File: src/rtl/tl_sched_pkg.sv
package tl_sched_pkg;

   typedef enum logic [1:0] {
      ST_IDLE = 2'd0,
      ST_RUN  = 2'd1,
      ST_HALT = 2'd2
   } tl_state_t;

   localparam int START_BY_CMD  = 0;
   localparam int START_BY_TRIG = 1;

endpackage

File: src/rtl/tl_fifo.sv
module tl_fifo #(
   parameter int W     = 8,
   parameter int DEPTH = 8,
   parameter int PEEK  = 1,
   localparam int AW   = $clog2(DEPTH),
   localparam int LVW  = $clog2(DEPTH + 1),
   localparam int PCW  = $clog2(PEEK + 1)
) (
   input  logic              clk,
   input  logic              rst_n,
   input  logic              push,
   input  logic [W-1:0]      wdata,
   input  logic [PCW-1:0]    pop_n,
   output logic [PEEK*W-1:0] head,
   output logic [LVW-1:0]    level,
   output logic              full
);

   if (DEPTH < 2 || (DEPTH & (DEPTH - 1)) != 0) begin : g_bad_depth
      $error("tl_fifo: DEPTH must be a power of two of at least 2");
   end
   if (PEEK < 1 || PEEK > DEPTH) begin : g_bad_peek
      $error("tl_fifo: PEEK must lie in 1..DEPTH");
   end

   logic [W-1:0]   mem [DEPTH];
   logic [AW-1:0]  rd_q, wr_q;
   logic [LVW-1:0] lvl_q;
   logic           push_ok;

   assign full    = (lvl_q == LVW'(DEPTH));
   assign push_ok = push && !full;
   assign level   = lvl_q;

   always_ff @(posedge clk) begin
      if (push_ok) mem[wr_q] <= wdata;
   end

   always_ff @(posedge clk) begin
      if (!rst_n) begin
         rd_q  <= '0;
         wr_q  <= '0;
         lvl_q <= '0;
      end else begin
         if (push_ok) wr_q <= wr_q + AW'(1);
         rd_q  <= rd_q + AW'(pop_n);
         lvl_q <= lvl_q + LVW'(push_ok) - LVW'(pop_n);
      end
   end

   for (genvar i = 0; i < PEEK; i++) begin : g_peek
      assign head[i*W +: W] = mem[rd_q + AW'(i)];
   end


   no_overflow_chk: assert property (@(posedge clk) disable iff (!rst_n)
      full |=> lvl_q <= $past(lvl_q));


   pop_bound_chk: assert property (@(posedge clk) disable iff (!rst_n)
      int'(pop_n) <= int'(lvl_q));

endmodule

File: src/rtl/tl_timer.sv
module tl_timer
   import tl_sched_pkg::*;
#(
   parameter int IVL_W     = 8,
   parameter int LBL_W     = 4,
   parameter int START_SEL = START_BY_CMD
) (
   input  logic             clk,
   input  logic             rst_n,
   input  logic             start_cmd,
   input  logic             ext_trig,
   input  logic             tq_empty,
   input  logic [IVL_W-1:0] head_ivl,
   input  logic [LBL_W-1:0] head_lbl,
   output logic             tq_pop,
   output logic             bcast_valid,
   output logic [LBL_W-1:0] bcast_lbl,
   output logic             underrun
);

   tl_state_t        state_q;
   logic [IVL_W-1:0] cnt_q;
   logic [LBL_W-1:0] lbl_q;
   logic             urun_q;
   logic             start_evt, expire, launch, take;
   logic [IVL_W-1:0] ivl_eff;

   if (START_SEL == START_BY_CMD) begin : g_cmd_start
      assign start_evt = start_cmd;
      logic unused_trig;
      assign unused_trig = ext_trig;
   end else begin : g_trig_start
      assign start_evt = ext_trig;
      logic unused_cmd;
      assign unused_cmd = start_cmd;
   end

   assign expire  = (state_q == ST_RUN) && (cnt_q == IVL_W'(1));
   assign launch  = (state_q != ST_RUN) && start_evt;
   assign take    = (expire || launch) && !tq_empty;
   assign ivl_eff = (head_ivl == '0) ? IVL_W'(1) : head_ivl;

   always_ff @(posedge clk) begin
      if (!rst_n) begin
         state_q <= ST_IDLE;
         cnt_q   <= '0;
         lbl_q   <= '0;
         urun_q  <= 1'b0;
      end else if (take) begin
         state_q <= ST_RUN;
         cnt_q   <= ivl_eff;
         lbl_q   <= head_lbl;
         urun_q  <= 1'b0;
      end else if (expire || launch) begin
         state_q <= ST_HALT;
         urun_q  <= 1'b1;
      end else if (state_q == ST_RUN) begin
         cnt_q   <= cnt_q - IVL_W'(1);
      end
   end

   assign tq_pop      = take;
   assign bcast_valid = expire;
   assign bcast_lbl   = lbl_q;
   assign underrun    = urun_q;


   halt_no_bcast_chk: assert property (@(posedge clk) disable iff (!rst_n)
      urun_q |-> !bcast_valid);


   underrun_sticky_chk: assert property (@(posedge clk) disable iff (!rst_n)
      urun_q && !start_evt |=> urun_q);


   gap_chk: assert property (@(posedge clk) disable iff (!rst_n)
      bcast_valid && !tq_empty && head_ivl > IVL_W'(1) |=> !bcast_valid);


   zero_ivl_chk: assert property (@(posedge clk) disable iff (!rst_n)
      bcast_valid && !tq_empty && head_ivl == '0 |=> bcast_valid);

endmodule

File: src/rtl/tl_release.sv
module tl_release #(
   parameter int OP_W  = 8,
   parameter int LBL_W = 4,
   parameter int LANES = 2,
   parameter int LVW   = 4,
   localparam int EW   = OP_W + LBL_W,
   localparam int PCW  = $clog2(LANES + 1)
) (
   input  logic               bcast_valid,
   input  logic [LBL_W-1:0]   bcast_lbl,
   input  logic [LANES*EW-1:0] head,
   input  logic [LVW-1:0]     level,
   output logic [LANES-1:0]   ev_valid,
   output logic [LANES*OP_W-1:0] ev_op,
   output logic [PCW-1:0]     pop_n
);

   logic [LANES-1:0] match, fire;

   for (genvar i = 0; i < LANES; i++) begin : g_lane
      logic [EW-1:0] ent;
      assign ent      = head[i*EW +: EW];
      assign match[i] = bcast_valid && (level > LVW'(i)) &&
                        (ent[LBL_W-1:0] == bcast_lbl);
      assign ev_op[i*OP_W +: OP_W] = ent[EW-1:LBL_W];
      if (i == 0) begin : g_first
         assign fire[i] = match[i];
      end else begin : g_next
         assign fire[i] = match[i] && fire[i-1];
      end
   end

   always_comb begin
      pop_n = '0;
      for (int i = 0; i < LANES; i++) pop_n = pop_n + PCW'(fire[i]);
   end

   assign ev_valid = fire;

endmodule

File: src/rtl/tl_event_sched.sv
module tl_event_sched
   import tl_sched_pkg::*;
#(
   parameter int OP_W      = 8,
   parameter int LBL_W     = 4,
   parameter int IVL_W     = 8,
   parameter int TQ_DEPTH  = 8,
   parameter int EQ_DEPTH  = 8,
   parameter int LANES     = 2,
   parameter int START_SEL = START_BY_CMD
) (
   input  logic                          clk,
   input  logic                          rst_n,
   input  logic                          tq_push,
   input  logic [IVL_W-1:0]              tq_ivl,
   input  logic [LBL_W-1:0]              tq_lbl,
   output logic                          tq_full,
   input  logic                          eq_push,
   input  logic [OP_W-1:0]               eq_op,
   input  logic [LBL_W-1:0]              eq_lbl,
   output logic                          eq_full,
   output logic [$clog2(EQ_DEPTH+1)-1:0] eq_level,
   input  logic                          start_cmd,
   input  logic                          ext_trig,
   output logic                          bcast_valid,
   output logic [LBL_W-1:0]              bcast_lbl,
   output logic [LANES-1:0]              ev_valid,
   output logic [LANES*OP_W-1:0]         ev_op,
   output logic                          underrun
);

   localparam int TW   = IVL_W + LBL_W;
   localparam int EW   = OP_W + LBL_W;
   localparam int TLVW = $clog2(TQ_DEPTH + 1);
   localparam int ELVW = $clog2(EQ_DEPTH + 1);
   localparam int PCW  = $clog2(LANES + 1);

   if (LANES < 1 || LANES > EQ_DEPTH) begin : g_bad_lanes
      $error("tl_event_sched: LANES must lie in 1..EQ_DEPTH");
   end
   if (START_SEL != START_BY_CMD && START_SEL != START_BY_TRIG) begin : g_bad_sel
      $error("tl_event_sched: START_SEL must be 0 or 1");
   end

   logic [TW-1:0]       tq_head;
   logic [TLVW-1:0]     tq_level;
   logic                tq_pop;
   logic [LANES*EW-1:0] eq_head;
   logic [PCW-1:0]      eq_pop_n;

   tl_fifo #(.W(TW), .DEPTH(TQ_DEPTH), .PEEK(1)) i_tq (
      .clk, .rst_n,
      .push  (tq_push),
      .wdata ({tq_ivl, tq_lbl}),
      .pop_n (tq_pop),
      .head  (tq_head),
      .level (tq_level),
      .full  (tq_full)
   );

   tl_fifo #(.W(EW), .DEPTH(EQ_DEPTH), .PEEK(LANES)) i_eq (
      .clk, .rst_n,
      .push  (eq_push),
      .wdata ({eq_op, eq_lbl}),
      .pop_n (eq_pop_n),
      .head  (eq_head),
      .level (eq_level),
      .full  (eq_full)
   );

   tl_timer #(.IVL_W(IVL_W), .LBL_W(LBL_W), .START_SEL(START_SEL)) i_timer (
      .clk, .rst_n,
      .start_cmd, .ext_trig,
      .tq_empty    (tq_level == '0),
      .head_ivl    (tq_head[TW-1:LBL_W]),
      .head_lbl    (tq_head[LBL_W-1:0]),
      .tq_pop      (tq_pop),
      .bcast_valid (bcast_valid),
      .bcast_lbl   (bcast_lbl),
      .underrun    (underrun)
   );

   tl_release #(.OP_W(OP_W), .LBL_W(LBL_W), .LANES(LANES), .LVW(ELVW)) i_rel (
      .bcast_valid, .bcast_lbl,
      .head     (eq_head),
      .level    (eq_level),
      .ev_valid (ev_valid),
      .ev_op    (ev_op),
      .pop_n    (eq_pop_n)
   );


   level_track_chk: assert property (@(posedge clk) disable iff (!rst_n)
      1'b1 |=> int'(eq_level) == int'($past(eq_level)) + int'($past(eq_push && !eq_full))
                                  - $countones($past(ev_valid)));


   level_hold_chk: assert property (@(posedge clk) disable iff (!rst_n)
      !bcast_valid |=> eq_level >= $past(eq_level));

endmodule

File: config.mk
export PLATFORM = sky130hd
export DESIGN_NAME = tl_event_sched
export DESIGN_NICKNAME = d
export VERILOG_FILES = /design/src/rtl/tl_sched_pkg.sv /design/src/rtl/tl_fifo.sv /design/src/rtl/tl_timer.sv /design/src/rtl/tl_release.sv /design/src/rtl/tl_event_sched.sv
export SDC_FILE = /design/constraint.sdc
export NUM_CORES = 1
export LEC_CHECK = 0
export CAP_MARGIN = 20
export CELL_PAD_IN_SITES_DETAIL_PLACEMENT = 1
export CELL_PAD_IN_SITES_GLOBAL_PLACEMENT = 2
export CORE_AREA = 2 2 146 148
export CTS_CLUSTER_DIAMETER = 80
export DETAILED_ROUTE_END_ITERATION = 8
export DIE_AREA = 0 0 148 150
export GPL_TIMING_DRIVEN = 1
export PLACE_DENSITY = 0.91
export SYNTH_ARGS = -nofsm -noshare
export SYNTH_HDL_FRONTEND = slang
export SYNTH_SLANG_ARGS = --single-unit
File: constraint.sdc
create_clock -name clk -period 5.8 [get_ports clk]
set_clock_uncertainty 0.1 [all_clocks]
set_input_delay 1.16 -clock clk [delete_from_list [all_inputs] [get_ports clk]]
set_output_delay 1.16 -clock clk [all_outputs]
set_load 0.005 [all_outputs]
==> results.yml <==
setup_path:
  slowest_cell_delay_on_critical_path_ns: 0.62
  worstPathMaxFanout: 11
  cp.arrival_ns: 3.94
  setup.worst_path.end_class: "output port"
  critPathLaunchType: "flop"
  worst_path_max_delay_cell: "sky130_fd_sc_hd__ha_1"
  endpoint_required_time_on_the_critical_path_ns: 4.54
  crit_buf_inv: 2
  timing.setup.critical_path_class: "flop to output port"
  worstPathCellList: "ha_1 > buf_4 > mux4_2 > xnor2_1 > mux2i_1 > nor4_1 > and4bb_1 > clkdlybuf4s50_1"
  crit_family: "buffers and inverters"
sta:
  report.final.hold_viol_count: 0
  drv_slew: 0
  max_slew_margin_pct: 36.75
  finalCritPeriodShare_pct: 89.59
  fmax_mhz: 192.5
  min_period_ns: 5.196
  unrepaired_setup_endpoints_after_global_routing: "false"
  setup_total_negative_slack_ns: 0
  final_number_of_setup_violating_endpoints: 0
  max_slew.worst_pin.slew_ns: 0.9477
  final.setup.worst_slack_ns: 0.6039
die:
  placeableCoreArea_um2: 20690
  fp.dieArea_um2: 22200
  standard_cell_row_count: 53
  initial_core_util_pct: 48.30
  fp.dieH_um: 150
  fp.dieW_um: 148
  io_pins: 60
finish:
  finalNetCount: 697
  synthToLayoutAreaGrowth_pct: 17.64
  post_route_cells_drive_above_1_share_pct: 23.64
  fill_cells: 1872
  total_inserted_antenna_cells: 0
drt:
  dr.first_iter.drc_count: 234
  drtPass1Iterations: 4
  wirelength_mm: 22.07
  drt-wirelength-per-cell_um: 23.60
  vias: 5424
  final_antenna_net_count: 0
  route.detailed.vias_per_inst: 5.801
  drcViolationCount: 0
pwr:
  cellPowerDensity_nw_per_um2: 374.7
  combinationalPowerShare_pct: 21.7
  p_int_uw: 3200
  seq_power_share_pct: 46.1
  share_clk_of_total_power_pct: 32.2
  cell_leakage_power_uw: 0.003857
  maximum_vdd_drop_v: 0.0002911
  switching_share_pct: 27.36
  net_switching_uw: 1206
synthesis:
  synthesis.instances: 563
  synth_enable_flop_cells: 192
  netlist-cell-type-count: 50
  post_synthesis_cell_area_um2: 9993
  synth_ff_type: "sky130_fd_sc_hd__edfxtp_1"
  fraction_of_registers_with_async_set_or_reset_after_synthesis_pct: 0
  synth_seq_area_share_pct: 64.50
  yosysWarnings: 0
  synth.net_count: 617
  ys_seq_elements: 226
  synthesis.area_per_instance_um2: 17.75
clock_tree:
  cts_num_sinks: 226
  clk_latency_ns: 0.52
  cts_tree: "built"
  cts_buffer_depth: 3
  clk_pin_slew_ns: 0.06
  cts_made_buffers: 24
  cts_resized: 0
  post_cts_setup_repair_bufs: 0
  cts-root-buf: "sky130_fd_sc_hd__clkbuf_16"
  cts-htree-levels: 1
  post_cts_hold_fix_bufs: 0
grt:
  grt_first_pass_wirelength_mm: 34.82
  globalRoute.totalOverflow: 0
  gr-usage-all-layers_pct: 20.74
  grt_antenna_before_repair: 0
  number_of_global_route_vias_before_repair: 6063
  maximum_number_of_pins_on_one_net_before_global_route_repair: 50
min_path:
  hold_class: "flop to flop"
job:
  drv_cap: 0
run_status:
  run_status: "finished, final reports clean"
place:
  post-dp-hpwl_mm: 14.41
  portBuffers: 58
  place_congestion: 0.7741
  place_ws_ns: 1.191
routing by layer:
layer / GRT usage, % / part of all wire, % / vias to the layer above
li1: - / - / 2402
met1: 24.15 / 38 / 2851
met4: 5.762 / 2.8 / 0
met5: 0 / 0 / -
met2: 39.81 / 56 / 129
met3: 2.988 / 3.6 / 42
metrics by stage:
stage	utilization (%)	total power, uW	instances	hold slack, ns	instance area [um2]
2_1_floorplan	-	2672	563	0.3827	9993
5_1_grt	56.82	4620	935	0.4660	11760
6_report	56.82	4405	935	0.4526	11760
4_1_cts	56.70	4461	934	0.4583	11730
3_5_place_dp	53.17	3022	891	0.4445	11000
3_3_place_gp	53.02	2937	889	0.4047	10970
synthesized netlist by cell type (all sizes together) (13+ instances only):
| cell type | count | area, um2 |
|---|---|---|
| edfxtp | 192 | 5766 |
| mux4 | 72 | 1622 |
| dfxtp | 34 | 680.7 |
| inv | 22 | 82.58 |
| ha | 21 | 262.8 |
| mux2i | 20 | 200.2 |
| nor2 | 20 | 75.07 |
| and2 | 18 | 112.6 |
| mux2 | 18 | 202.7 |
| buf | 16 | 77.58 |
| nand2 | 16 | 60.06 |
| xnor2 | 13 | 113.9 |
placed cells by master (no fill, tap or decap), types with 13 or more instances in the layout:
cell type and count:
sky130_fd_sc_hd__ha_1 21, sky130_fd_sc_hd__buf_4 21, sky130_fd_sc_hd__nor2_1 18, sky130_fd_sc_hd__mux2_2 18
sky130_fd_sc_hd__xnor2_1 13, sky130_fd_sc_hd__edfxtp_1 192, sky130_fd_sc_hd__dfxtp_1 33, sky130_fd_sc_hd__nand2_1 16
sky130_fd_sc_hd__mux2i_1 20, sky130_fd_sc_hd__inv_1 21, sky130_fd_sc_hd__mux4_2 72, sky130_fd_sc_hd__clkdlybuf4s50_1 58
sky130_fd_sc_hd__clkbuf_16 25, sky130_fd_sc_hd__and2_1 18
worst reg2reg max path: cells and delay by family, from the launching register on:
family                   cells  cell delay, ns
multiplexers                 2            0.66
buffers and inverters        1            0.32
flip-flops                   1            0.32
AND/OR/NAND/NOR              3            0.94
adder cells (fa/ha/maj)      3            1.31
XOR/XNOR                     2            0.24
AO/OA/AOI/OAI                2            0.36
cell families after synthesis:
logic type	count (synthesis)	share of synthesized area (%)
flops	226	64.50
mux	110	20.26
simple gates	95	5.309
buf+inv	50	2.053
compound gates	37	2.805
fa+ha+maj	24	3.230
xor+xnor	21	1.841
final timing paths:
| path | depth (start not counted) | endpoint | slack [ns] | start |
|---|---|---|---|---|
| worst max-delay path | 8 | ev_valid[1] | 0.60 | i_eq.rd_q[1]$_SDFF_PN0_ |
| worst min-delay path | 2 | i_timer.cnt_q[5]$_SDFFE_PN0P_ | 0.45 | i_timer.cnt_q[5]$_SDFFE_PN0P_ |
| worst max register to register | 13 | i_eq.level[3]$_SDFF_PN0_ | 1.45 | i_eq.rd_q[1]$_SDFF_PN0_ |
| worst min register to register | 2 | i_timer.cnt_q[5]$_SDFFE_PN0P_ | 0.45 | i_timer.cnt_q[5]$_SDFFE_PN0P_ |
layout make-up:
class                   count  area (um2)  share of cell area, %
multi-input cells         287        3357                  28.55
flip-flops and latches    226        6447                  54.84
clock inverters            13       106.4                 0.9046
clock buffers              30       623.1                  5.300
well taps                 275       344.1                  2.927
repair buffers             82       795.8                  6.769
inverters                  22       82.58                 0.7024
power groups by stage:
stage | registers [uW] | clock network (uW) | logic (uW)
2_1_floorplan | 2020 | 0 | 651
3_3_place_gp | 2050 | 0 | 885
3_5_place_dp | 2060 | 0 | 959
4_1_cts | 2030 | 1460 | 972
5_1_grt | 2050 | 1510 | 1060
6_report | 2030 | 1420 | 957
state kept, by name, indices dropped and copies added (netlist names), 4 cells and up:
name and flops:
i_tq.mem 96, i_timer.cnt_q 8, i_eq.mem 96, i_eq.level 4
i_timer.bcast_lbl 4, i_tq.level 4
No activity file was read; power rests on OpenSTA's default activity.
